--- config.mk ---
export PLATFORM = sky130hd
export DESIGN_NAME = field_alter_unit
export DESIGN_NICKNAME = d
export VERILOG_FILES = /design/src/rtl/fau_pkg.sv /design/src/rtl/fau_field_step.sv /design/src/rtl/fau_res_decode.sv /design/src/rtl/fau_override_reg.sv /design/src/rtl/field_alter_unit.sv
export SDC_FILE = /design/constraint.sdc
export NUM_CORES = 1
export LEC_CHECK = 0
export CAP_MARGIN = 20
export CORE_MARGIN = 2
export CORE_UTILIZATION = 48
export CTS_BUF_LIST = sky130_fd_sc_hd__clkbuf_16
export CTS_CLUSTER_DIAMETER = 200
export DETAILED_ROUTE_END_ITERATION = 12
export PLACE_DENSITY_LB_ADDON = 0.05
export SYNTH_ARGS = -nofsm -noshare
export SYNTH_HDL_FRONTEND = slang
export SYNTH_HIERARCHICAL = 1
export SYNTH_SLANG_ARGS = --single-unit
--- constraint.sdc ---
create_clock -name clk -period 5.05 [get_ports clk]
set_clock_uncertainty 0.1 [all_clocks]
set_input_delay 1.01 -clock clk [delete_from_list [all_inputs] [get_ports clk]]
set_output_delay 1.01 -clock clk [all_outputs]
set_load 0.01 [all_outputs]
--- src/rtl/fau_pkg.sv ---
// Shared field layout, pattern codes and types for the alteration unit.
// Assumes the fixed 32-bit instruction layout described in the brief.
package fau_pkg;
    localparam int WORD_W   = 32;
    localparam int FLD_W    = 9;
    localparam int SRC_LSB  = 0;
    localparam int DST_LSB  = SRC_LSB + FLD_W;
    localparam int IMM_BIT  = DST_LSB + FLD_W;      // 18
    localparam int OCZ_LSB  = IMM_BIT + 1;          // 19
    localparam int COND_LSB = OCZ_LSB + FLD_W;      // 28
    localparam int HEAD_W   = WORD_W - IMM_BIT;     // 14 bits: cond..I

    typedef logic [FLD_W-1:0] fld_t;

    // Per-field step operation (low two bits of a 3-bit code)
    typedef enum logic [1:0] {
        STEP_KEEP = 2'b00,
        STEP_COPY = 2'b01,
        STEP_DEC  = 2'b10,
        STEP_INC  = 2'b11
    } step_e;

    // Result group codes
    localparam logic [2:0] RC_NONE    = 3'b000;
    localparam logic [2:0] RC_NOWR    = 3'b001;
    localparam logic [2:0] RC_DEC     = 3'b010;
    localparam logic [2:0] RC_INC     = 3'b011;
    localparam logic [2:0] RC_USE     = 3'b100;
    localparam logic [2:0] RC_HEAD    = 3'b101;
    localparam logic [2:0] RC_USE_DEC = 3'b110;
    localparam logic [2:0] RC_USE_INC = 3'b111;

    // Captured override state for the following instruction
    typedef struct packed {
        logic cancel;
        logic use_res;
        logic head;
        logic dsub;
        logic ssub;
    } ovr_t;
endpackage

--- src/rtl/fau_field_step.sv ---
// One 9-bit field step: keep, copy from partner field, wrap-decrement
// or wrap-increment. Assumes arithmetic stays inside the field width.
module fau_field_step
    import fau_pkg::*;
#(
    parameter int W = FLD_W
) (
    input  logic [W-1:0] own,
    input  logic [W-1:0] partner,
    input  logic [1:0]   op,
    output logic [W-1:0] nxt
);
    // Select the new field value from the step code
    always_comb begin
        unique case (step_e'(op))
            STEP_KEEP: nxt = own;
            STEP_COPY: nxt = partner;
            STEP_DEC:  nxt = own - W'(1);
            STEP_INC:  nxt = own + W'(1);
            default:   nxt = own;
        endcase
    end
endmodule

--- src/rtl/fau_res_decode.sv ---
// Decodes the 3-bit result code into a step for the opcode+C+Z field
// and the override flags it arms. Pure combinational.
module fau_res_decode
    import fau_pkg::*;
(
    input  logic [2:0] rcode,
    output logic [1:0] step_op,
    output logic       cancel,
    output logic       use_res,
    output logic       head
);
    // Map each result code to a field step and override flags
    always_comb begin
        step_op = STEP_KEEP;
        cancel  = 1'b0;
        use_res = 1'b0;
        head    = 1'b0;
        unique case (rcode)
            RC_NONE:    ;
            RC_NOWR:    cancel = 1'b1;
            RC_DEC:     step_op = STEP_DEC;
            RC_INC:     step_op = STEP_INC;
            RC_USE:     use_res = 1'b1;
            RC_HEAD:    head = 1'b1;
            RC_USE_DEC: begin use_res = 1'b1; step_op = STEP_DEC; end
            RC_USE_INC: begin use_res = 1'b1; step_op = STEP_INC; end
            default:    ;
        endcase
    end
endmodule

--- src/rtl/fau_override_reg.sv ---
// Holds the override flags and the unmodified D for exactly one
// following instruction. Flush beats load; load beats consume.
module fau_override_reg
    import fau_pkg::*;
(
    input  logic              clk,
    input  logic              rst_n,
    input  logic              flush,
    input  logic              load,
    input  logic              consume,
    input  ovr_t              load_ovr,
    input  logic [WORD_W-1:0] load_d,
    output logic              armed,
    output ovr_t              ovr,
    output logic [WORD_W-1:0] saved_d
);
    // Arm on an accepted alter, disarm on issue or flush
    always_ff @(posedge clk) begin
        if (!rst_n) begin
            armed   <= 1'b0;
            ovr     <= '0;
            saved_d <= '0;
        end else if (flush) begin
            armed   <= 1'b0;
            ovr     <= '0;
        end else if (load) begin
            armed   <= 1'b1;
            ovr     <= load_ovr;
            saved_d <= load_d;
        end else if (consume) begin
            armed   <= 1'b0;
            ovr     <= '0;
        end
    end

    AST_ARM_ON_LOAD: assert property (@(posedge clk) disable iff (!rst_n)
        (load && !flush) |=> armed);
endmodule

--- src/rtl/field_alter_unit.sv ---
// Next-instruction field alteration unit. Computes the modified D of an
// alter instruction combinationally, and arms pipeline-only overrides
// for the one instruction that follows. Assumes the pipeline raises
// next_issue exactly when that following instruction leaves this stage.
module field_alter_unit
    import fau_pkg::*;
(
    input  logic              clk,
    input  logic              rst_n,
    input  logic              alt_valid,
    input  logic [WORD_W-1:0] alt_d,
    input  logic [FLD_W-1:0]  alt_s,
    input  logic              next_issue,
    input  logic              flush,
    input  logic [WORD_W-1:0] in_instr,
    output logic              wb_valid,
    output logic [WORD_W-1:0] wb_data,
    output logic [WORD_W-1:0] out_instr,
    output logic              out_cancel_wr,
    output logic              out_res_sel,
    output logic [FLD_W-1:0]  out_res_addr,
    output logic              ovr_armed
);
    localparam int GRP_W = 3;

    logic [GRP_W-1:0] rcode, dcode, scode;
    logic [1:0]       ocz_op;
    logic             dec_cancel, dec_use, dec_head;
    fld_t             new_fld [2];   // [0] source, [1] destination
    fld_t             new_ocz;
    ovr_t             load_ovr, ovr;
    logic [WORD_W-1:0] saved_d;

    assign rcode = alt_s[8:6];
    assign dcode = alt_s[5:3];
    assign scode = alt_s[2:0];

    fau_res_decode u_rdec (
        .rcode   (rcode),
        .step_op (ocz_op),
        .cancel  (dec_cancel),
        .use_res (dec_use),
        .head    (dec_head)
    );

    // Source (g=0) and destination (g=1) field steppers
    for (genvar g = 0; g < 2; g++) begin : g_fld
        fau_field_step #(.W(FLD_W)) u_step (
            .own     (alt_d[SRC_LSB + g*FLD_W +: FLD_W]),
            .partner (alt_d[SRC_LSB + (1-g)*FLD_W +: FLD_W]),
            .op      ((g == 1) ? dcode[1:0] : scode[1:0]),
            .nxt     (new_fld[g])
        );
    end

    fau_field_step #(.W(FLD_W)) u_ocz (
        .own     (alt_d[OCZ_LSB +: FLD_W]),
        .partner (alt_d[OCZ_LSB +: FLD_W]),
        .op      (ocz_op),
        .nxt     (new_ocz)
    );

    // Assemble the written-back D; condition and I bits pass untouched
    always_comb begin
        wb_valid = alt_valid;
        wb_data  = {alt_d[WORD_W-1:COND_LSB], new_ocz, alt_d[IMM_BIT],
                    new_fld[1], new_fld[0]};
    end

    // Gather the override flags to capture with the alter instruction
    always_comb begin
        load_ovr.cancel  = dec_cancel;
        load_ovr.use_res = dec_use;
        load_ovr.head    = dec_head;
        load_ovr.dsub    = dcode[2];
        load_ovr.ssub    = scode[2];
    end

    fau_override_reg u_ovr (
        .clk      (clk),
        .rst_n    (rst_n),
        .flush    (flush),
        .load     (alt_valid),
        .consume  (next_issue),
        .load_ovr (load_ovr),
        .load_d   (alt_d),
        .armed    (ovr_armed),
        .ovr      (ovr),
        .saved_d  (saved_d)
    );

    // Rewrite the following instruction from the unmodified D
    always_comb begin
        out_instr     = in_instr;
        out_cancel_wr = 1'b0;
        out_res_sel   = 1'b0;
        out_res_addr  = '0;
        if (ovr_armed) begin
            if (ovr.head)
                out_instr[WORD_W-1:IMM_BIT] = saved_d[WORD_W-1:IMM_BIT];
            if (ovr.dsub)
                out_instr[DST_LSB +: FLD_W] = saved_d[DST_LSB +: FLD_W];
            if (ovr.ssub)
                out_instr[SRC_LSB +: FLD_W] = saved_d[SRC_LSB +: FLD_W];
            out_cancel_wr = ovr.cancel;
            if (ovr.use_res) begin
                out_res_sel  = 1'b1;
                out_res_addr = saved_d[OCZ_LSB +: FLD_W];
            end
        end
    end

    AST_WB_SAME_CYCLE: assert property (@(posedge clk) disable iff (!rst_n)
        wb_valid == alt_valid);
    AST_WB_FIXED_BITS: assert property (@(posedge clk) disable iff (!rst_n)
        alt_valid |-> (wb_data[31:28] == alt_d[31:28] && wb_data[18] == alt_d[18]));
    AST_ONE_SHOT: assert property (@(posedge clk) disable iff (!rst_n)
        (ovr_armed && next_issue && !alt_valid && !flush) |=> !ovr_armed);
    AST_FLUSH_DISARMS: assert property (@(posedge clk) disable iff (!rst_n)
        flush |=> !ovr_armed);
    AST_IDLE_PASS: assert property (@(posedge clk) disable iff (!rst_n)
        !ovr_armed |-> (out_instr == in_instr && !out_cancel_wr && !out_res_sel));
    AST_CANCEL_EXCL: assert property (@(posedge clk) disable iff (!rst_n)
        !(out_cancel_wr && out_res_sel));
endmodule

==> results of run 1 <==
[layer usage]
metal	up-vias	routed length (um)
met5	-	0
met3	23	718
met4	0	257
met2	145	5580
met1	1772	4800
li1	1970	-
[flip-flops by register name (all words and copies together), names as in the netlist]
| register | count |
|---|---|
| u_ovr/saved_d | 32 |
| u_ovr/ovr | 5 |
| u_ovr/armed | 1 |
[cell families (layout without fill, tap and decap cells)]
group	Yosys count	after routing
and+or+nand+nor	190	190
AOI/OAI and AO/OA	122	122
muxes	47	47
buffers and inverters	46	186
DFF	38	38
adders and majority gates	27	27
xor gates and xnor gates	6	6
[placed cells by master (no fill, tap or decap), types with 14 or more instances in the layout]
master / n
a211oi_1: 18
a21boi_1: 33
a21oi_1: 30
clkdlybuf4s50_1: 153
dfxtp_1: 38
ha_1: 24
inv_1: 14
mux2_2: 28
nand2_1: 78
nor2_1: 29
[critical path: cells and delay by family]
family / cells / cell delay [ps]
AOI/OAI and AO/OA: 4 / 810
buffers and inverters: 2 / 1110
and+or+nand+nor: 3 / 470
adders and majority gates: 1 / 340
[worst paths after layout]
check | cells past startpoint | end
hold / removal | 2 | u_ovr/saved_d[10]
hold reg to reg | 2 | u_ovr/saved_d[10]
setup reg to reg | 3 | u_ovr/ovr[3]
setup / recovery | 10 | wb_data[27]
[power by group]
group / internal (mW) / switching [mW]
clock: 0.180 / 0.117
combinational: 0.235 / 0.195
sequential: 0.313 / 0.00956
[area by class of cell]
type	count	share of cell area [%]
inverter	14	0.959
clock buffer	5	2.28
sequential	38	13.9
timing repair buffer	164	29.7
tap	102	2.33
multi-input combinational	392	50.6
clock inverter	3	0.297
[metrics by stage]
step	area, sq um	utilization (%)
4_1_cts	5470	71.5
2_1_floorplan	3760	-
5_1_grt	5480	71.6
6_report	5480	71.6
3_5_place_dp	5330	69.7
3_3_place_gp	5310	69.5
[timing repair]
| action | in CTS | in global routing |
|---|---|---|
| hold buffers | 0 | 0 |
| gates resized for setup | 0 | 3 |
| hold endpoints to repair | 0 | 0 |
| endpoints found under the setup margin | 0 | 4 |
==> summary.txt, run 1 <==
Run status
  • Outcome: complete, no violations

Synthesis
  • Synthesized area per cell: 7.90 sq um
  • Synth top area cells: dfxtp_1 (20%), mux2_2 (8.4%), ha_1 (8.0%), nand2_1 (7.9%), a21boi_1 (6.6%)
  • Synth top area share: 20.2%
  • Ys async rst share: 0%
  • Ys flop type: dfxtp_1
  • Synth Net Count: 581
  • Synth cell count leaders: nand2_1 (79), dfxtp_1 (38), a21boi_1 (33)
  • #FFs+latches synth: 38
  • Synth Area in Adders: 9.58%
  • Most frequent cell after synthesis: nand2_1
  • Post-synthesis mux area share: 14.8%
  • XOR/XNOR share of the synthesized area: 1.40%
  • Synth Area in Simple Gates: 25.8%
  • Synthesized cell area: 0.00376 sq mm
  • Post-Synthesis Cells: 476
  • Post-synthesis sequential area ratio: 20.2%
  • Netlist cell types: 44
  • Compound-Gate Fraction of Synth Area: 21.8%
  • Number of flops mapped to enable cells by yosys: 0
  • Largest family of logic cells by synthesized area: simple AND/OR/NAND/NOR gates
  • Cell taking the most area after synthesis: dfxtp_1
  • Yosys warnings: 6

CTS
  • CTS root buffer: clkbuf_16
  • Clock Latency Late Sink: 270 ps
  • CTS Buf Count: 5
  • CTS max path bufs: 2
  • H-tree depth: 2
  • CTS clock-pin slew for the worst setup and hold paths: 60 ps
  • Setup Fix Bufs, Post-CTS: 0
  • Clk sinks: 38
  • CTS tree: yes

Worst hold path
  • Worst min-delay path class: reg2reg
  • Hold path startpoint: u_ovr/saved_d[10]

Global routing
  • Vias in the first global route: 3824
  • GR Util met3: 4.72%
  • GRT busiest layer: met2
  • Initial antenna violation count: 0
  • Tot GR Track Use: 26.0%
  • GR Util met1: 31.3%
  • GR Overflow Total: 0
  • Largest net degree at the start of global routing: 34
  • Global-route wire length before repair: 18.1 mm
  • GR Layer Usage met2: 46.5%

Power
  • Total power: 1.05 mW
  • Power Dens Cells: 192 mW/mm^2
  • P_leak: 2.21 nW
  • Worst vdd ir: 0.139 mV

Timing
  • Fin. Hold Viols: 0
  • Fmax: 206 MHz
  • Final Max Slew Viols: 0
  • RSZ-0062 raised after global routing: false
  • Setup violations, final: 0
  • Worst-Margin Slew: 988 ps
  • Slew HR: 33.9%
  • Final worst setup slack: 201 ps
  • Hold slack: 350 ps
  • Setup tns final: 0 ps
  • Tmin final: 4850 ps
  • Tcrit/Tclk final: 96.0%

Die
  • IO Pins: 155
  • Row count: 32
  • Initial Utilization: 49.2%
  • Chip width: 92.5 um
  • Core area: 0.00765 sq mm
  • Full die area: 0.00856 sq mm
  • Die H: 92.5 um

Placement
  • Placed cells: 710
  • Pre-CTS setup slack: 33.7 ps
  • GPL Wtd Cong: 0.920
  • IO Port Bufs: 154
  • Hpwl dp: 8.88 mm

Cells and area
  • Register area: 761 sq um
  • Non-Filler Instances: 718
  • Layout area overhead: 45.6%
  • Nets: 720
  • N_diodes: 0
  • Layout fillers: 640
  • Share of layout cells above drive strength 1: 11.7%
  • Multi-input logic area: 0.00277 sq mm

Worst setup path
  • Cell chain of the critical path: clkdlybuf4s50_1 -> and2_2 -> nand2_4 -> ha_1 -> o21ai_1 -> a211oi_1 -> o31a_1 -> a211o_1 -> nor3_2 -> clkdlybuf4s50_1
  • CP max FO: 9
  • Slowest stage cell, crit path: clkdlybuf4s50_1
  • Worst path most repeated cell: clkdlybuf4s50_1
  • Crit path from: alt_s[7]
  • RR Startpoint: u_ovr/ovr[3]
  • Crit-path max cell delay: 560 ps
  • CP Class: in2out
  • CP endpoint kind: output port
  • CP required: 3940 ps
  • R2R Setup Slk: 3950 ps
  • Worst EP arrival: 3740 ps
  • CP Launch Type: input port

Drt
  • Vias/cell: 5.45
  • Vias post-DR: 3910
  • DRC: 0
  • DR iter-0 viols: 132
  • ANT nets after route: 0
  • Wirelength per Cell: 15.8 um
  • First drt pass iteration count: 4
  • DRT Wirelength: 11.4 mm

Flow run
  • Max-cap violations: 0
Power figures use the tool's default switching activity.
==> inputs of run 2 (changes only) <==
CTS_BUF_LIST = default   (was sky130_fd_sc_hd__clkbuf_16)
==> summary.txt, run 2 (same netlist as run 1, synthesis figures left out) <==
Cells and area
  • Layout area overhead: 44.4%
  • Non-Filler Instances: 718
  • Biggest register: u_ovr/saved_d
  • Final Util: 71.0%
  • N_diodes: 0
  • Largest register FFs: 32
  • Commonest non-fill, non-tap cell in the layout: clkdlybuf4s50_1
  • Layout fillers: 648
  • Commonest cells after routing, fill and taps aside: clkdlybuf4s50_1 (153), nand2_1 (78), dfxtp_1 (38)
  • Share of layout cells above drive strength 1: 11.9%
  • Nets: 720
  • Largest registers: u_ovr/saved_d: 32 flops, u_ovr/ovr: 5 flops, u_ovr/armed: 1 flops

CTS
  • Clock Latency Late Sink: 290 ps
  • CTS root buffer: clkbuf_8
  • CTS tree: yes
  • H-tree depth: 2
  • CTS Buf Count: 5
  • CTS clock-pin slew for the worst setup and hold paths: 80 ps
  • Clk sinks: 38
  • Setup Fix Bufs, Post-CTS: 0
  • CTS max path bufs: 2
  • # resized after CTS: 0
  • Hold_buf cts: 0

Placement
  • Hpwl dp: 8.88 mm
  • GPL Wtd Cong: 0.920
  • IO Port Bufs: 154
  • Placed cells: 710

Timing
  • Setup violations, final: 0
  • Tmin final: 4860 ps
  • Fmax: 206 MHz
  • RSZ-0062 raised after global routing: false
  • Fin. Hold Viols: 0
  • Tcrit/Tclk final: 96.3%
  • Setup tns final: 0 ps
  • Final Max Slew Viols: 0
  • Worst-Margin Slew: 996 ps
  • Slew HR: 33.4%
  • Hold slack: 352 ps

Power
  • P_leak: 2.19 nW
  • Worst vdd ir: 0.0970 mV
  • Total power: 0.970 mW
  • Power Dens Cells: 179 mW/mm^2

Worst setup path
  • Crit-path max cell delay: 620 ps
  • CP max FO: 9
  • Delay-heaviest family, CP: buffers and inverters
  • CP Class: in2out
  • Worst Path Buf+Inv: 2
  • Crit path from: alt_s[0]
  • CP required: 3940 ps
  • RR Startpoint: u_ovr/ovr[3]
  • Worst EP arrival: 3750 ps
  • CP endpoint kind: output port
  • CP Launch Type: input port
  • Slowest stage cell, crit path: clkdlybuf4s50_1
  • Worst path most repeated cell: clkdlybuf4s50_1
  • Cell chain of the critical path: clkdlybuf4s50_1 -> nand2_1 -> ha_1 -> a21oi_1 -> a21boi_1 -> o21a_1 -> nor4b_1 -> a311oi_1 -> clkdlybuf4s50_1

Worst hold path
  • Worst min-delay path class: reg2reg
  • Hold path startpoint: u_ovr/saved_d[31]

Drt
  • ANT nets after route: 0
  • First drt pass iteration count: 4
  • Vias post-DR: 3904
  • DRC: 0
  • Vias/cell: 5.44
  • Wirelength per Cell: 15.7 um
  • DRT Wirelength: 11.2 mm
  • DR iter-0 viols: 155

Global routing
  • Global-route wire length before repair: 17.9 mm
  • Largest net degree at the start of global routing: 34
  • GR Overflow Total: 0
  • Tot GR Track Use: 25.6%
  • Initial antenna violation count: 0
  • Vias in the first global route: 3778

Die
  • Core area: 0.00765 sq mm
  • Initial Utilization: 49.2%
  • Die H: 92.5 um
  • Row count: 32
  • IO Pins: 155
  • Chip width: 92.5 um
  • Full die area: 0.00856 sq mm

Flow run
  • Max-cap violations: 0

Run status
  • Outcome: complete, no violations
## run 2: cell count changes in the layout (fill, tap and decap cells not counted), sizes merged
| cell | change |
|---|---|
| clkinv | -1 |
| clkbuf | +1 |
## run 2: report_power, final
part           leakage (nW)  total (mW)  internal [mW]  switching (mW)
logic                  1.83       0.430          0.235           0.195
clock network        0.0472       0.218          0.110           0.108
registers             0.310       0.322          0.312         0.00950
## run 2: per-layer routing
metal / routed length, um / global-route usage [%] / vias to the layer above
met3: 851 / 3.74 / 20
met2: 5520 / 45.9 / 137
met1: 4650 / 31.2 / 1779
li1: - / - / 1968
met4: 230 / 8.96 / 0
met5: 0 / 0 / -
## run 2: path summary, 6_finish.rpt
kind | to | depth (start not counted) | slack, ps
setup / recovery | wb_data[5] | 9 | 190
hold / removal | u_ovr/saved_d[31] | 2 | 350
setup reg to reg | u_ovr/ovr[3] | 3 | 3980
hold reg to reg | u_ovr/saved_d[31] | 2 | 350
## run 2: cell type report
| cell class | count | area, sq um | area share (%) |
|---|---|---|---|
| clock buffers | 6 | 82.6 | 1.52 |
| clock inverters | 2 | 12.5 | 0.230 |
| inverters | 14 | 52.6 | 0.967 |
| multi-input cells | 392 | 2770 | 51.0 |
| flip-flops and latches | 38 | 761 | 14.0 |
| well taps | 102 | 128 | 2.35 |
| repair buffers | 164 | 1630 | 29.9 |
## run 2: worst min-delay path: cells and delay by family, from the launching register on
family,cells,cell delay [ps]
flip-flops,1,310
AND/OR/NAND/NOR,1,50
AO/OA/AOI/OAI,1,50
## run 2: per-stage QoR
step	area, sq um	setup slack [ps]
floorplan	3760	998
global placement	5310	121
detailed placement	5330	33.7
CTS	5420	24.3
global route	5430	23.1
finish	5430	189
==> inputs of run 3 (changes only) <==
MAX_ROUTING_LAYER = met4   (was default)
REMOVE_ABC_BUFFERS = 1   (was default)
==> summary.txt, run 3 (same netlist as run 1, synthesis figures left out) <==
Run status
  • Outcome: complete, no violations

Timing
  • Setup violations, final: 0
  • Final Max Slew Viols: 0
  • Final worst setup slack: 199 ps
  • Slew HR: 31.2%
  • Worst-Margin Slew: 1030 ps
  • RSZ-0062 raised after global routing: false
  • Fmax: 206 MHz
  • Setup tns final: 0 ps
  • Tcrit/Tclk final: 96.1%
  • Tmin final: 4850 ps
  • Fin. Hold Viols: 0

Worst setup path
  • CP endpoint kind: output port
  • Cell chain of the critical path: clkdlybuf4s50_1 -> and2_2 -> nand2_4 -> ha_1 -> a21oi_2 -> nor2b_1 -> o31a_1 -> a211o_1 -> nor3_2 -> clkdlybuf4s50_1
  • Delay-heaviest family, CP: buffers and inverters
  • CP Launch Type: input port
  • Crit-path max cell delay: 550 ps
  • CP Class: in2out
  • Worst Path Buf+Inv: 2
  • CP required: 3940 ps
  • Worst EP arrival: 3740 ps
  • Worst path most repeated cell: clkdlybuf4s50_1
  • CP max FO: 9
  • R2R Setup Slk: 3920 ps
  • Slowest stage cell, crit path: clkdlybuf4s50_1

Power
  • Switching share of power: 29.6%
  • P_leak: 2.22 nW
  • Worst vdd ir: 0.111 mV
  • Combinational Power Share: 40.7%
  • Power Internal: 0.746 mW
  • Net Sw Power: 0.314 mW
  • Total power: 1.06 mW
  • Clock power share: 29.0%
  • Power Dens Cells: 193 mW/mm^2
  • Flop pwr share: 30.3%

Die
  • Row count: 32
  • IO Pins: 155
  • Full die area: 0.00856 sq mm
  • Core area: 0.00765 sq mm
  • Initial Utilization: 49.2%
  • Chip width: 92.5 um
  • Die H: 92.5 um

Global routing
  • Vias in the first global route: 3697
  • Tot GR Track Use: 25.3%
  • GR Overflow Total: 0
  • Initial antenna violation count: 0
  • Largest net degree at the start of global routing: 34
  • Global-route wire length before repair: 17.3 mm

CTS
  • Clock Latency Late Sink: 280 ps
  • H-tree depth: 2
  • CTS tree: yes
  • CTS Buf Count: 5
  • Clk sinks: 38
  • CTS root buffer: clkbuf_8
  • Setup Fix Bufs, Post-CTS: 0
  • CTS max path bufs: 2
  • # resized after CTS: 0
  • CTS clock-pin slew for the worst setup and hold paths: 80 ps
  • Hold_buf cts: 0

Placement
  • Pre-CTS setup slack: 57.4 ps
  • Placed cells: 710
  • Hpwl dp: 8.38 mm
  • IO Port Bufs: 154
  • GPL Wtd Cong: 0.839

Drt
  • DRT Wirelength: 10.8 mm
  • ANT nets after route: 0
  • Vias post-DR: 3920
  • Vias/cell: 5.45
  • Wirelength per Cell: 15.0 um
  • DRC: 0
  • DR iter-0 viols: 88
  • First drt pass iteration count: 4

Worst hold path
  • Worst min-delay path class: reg2reg

Cells and area
  • Layout area overhead: 45.8%
  • Commonest non-fill, non-tap cell in the layout: clkdlybuf4s50_1
  • Multi-input logic area: 0.00277 sq mm
  • Register area: 761 sq um
  • Non-Filler Instances: 719
  • Biggest register: u_ovr/saved_d
  • N_diodes: 0
  • Largest registers: u_ovr/saved_d: 32 flops, u_ovr/ovr: 5 flops, u_ovr/armed: 1 flops
  • Layout fillers: 649
  • Share of layout cells above drive strength 1: 12.2%
  • Largest register FFs: 32
  • Commonest cells after routing, fill and taps aside: clkdlybuf4s50_1 (153), nand2_1 (77), dfxtp_1 (38)
  • Nets: 721

Flow run
  • Max-cap violations: 0
[run 3: cell count changes in the layout (fill, tap and decap cells not counted)]
cell / delta
buf_4: +1
bufinv_16: +2
clkbuf_8: -1
clkinv_2: -1
clkinv_4: +1
clkinvlp_4: -1
nand2_1: -1
nand2_2: +1
[run 3: worst reg2reg max path: cells and delay by family, from the launching register on]
| family | cells | cell delay, ps |
|---|---|---|
| AOI/OAI and AO/OA | 1 | 180 |
| and+or+nand+nor | 1 | 120 |
| DFF | 1 | 670 |
[run 3: path summary, 6_finish.rpt]
kind / startpoint / end / depth (start not counted)
setup / recovery: alt_s[7] / wb_data[27] / 10
setup reg to reg: u_ovr/armed / u_ovr/armed / 2
hold reg to reg: u_ovr/saved_d[29] / u_ovr/saved_d[29] / 2
hold / removal: u_ovr/saved_d[29] / u_ovr/saved_d[29] / 2
[run 3: final cells by class]
class / instances / share of cell area [%]
repair buffers: 165 / 29.8
flip-flops and latches: 38 / 13.9
multi-input cells: 392 / 50.5
clock inverters: 3 / 1.25
clock buffers: 5 / 1.25
well taps: 102 / 2.33
inverters: 14 / 0.958
[run 3: per-stage QoR]
stage | util, % | instance area (sq um) | hold slack, ps
floorplan | - | 3570 | 333
global placement | 69.6 | 5320 | 340
detailed placement | 69.6 | 5320 | 345
CTS | 71.4 | 5460 | 357
global route | 71.7 | 5490 | 372
finish | 71.7 | 5490 | 354
[run 3: per-layer routing]
layer / track usage [%] / up-vias / part of all wire, %
li1: - / 1972 / -
met4: 4.98 / 0 / 0.65
met2: 44.9 / 108 / 50
met5: - / - / 0
met1: 31.3 / 1836 / 44
met3: 2.69 / 4 / 4.6
[run 3: power groups by stage]
stage	sequential [mW]	combinational [mW]	clock, mW
final	0.321	0.431	0.308
after CTS	0.321	0.429	0.317
after floorplan	0.325	0.206	0
after detailed placement	0.328	0.425	0
after global routing	0.323	0.468	0.329
after global placement	0.328	0.418	0
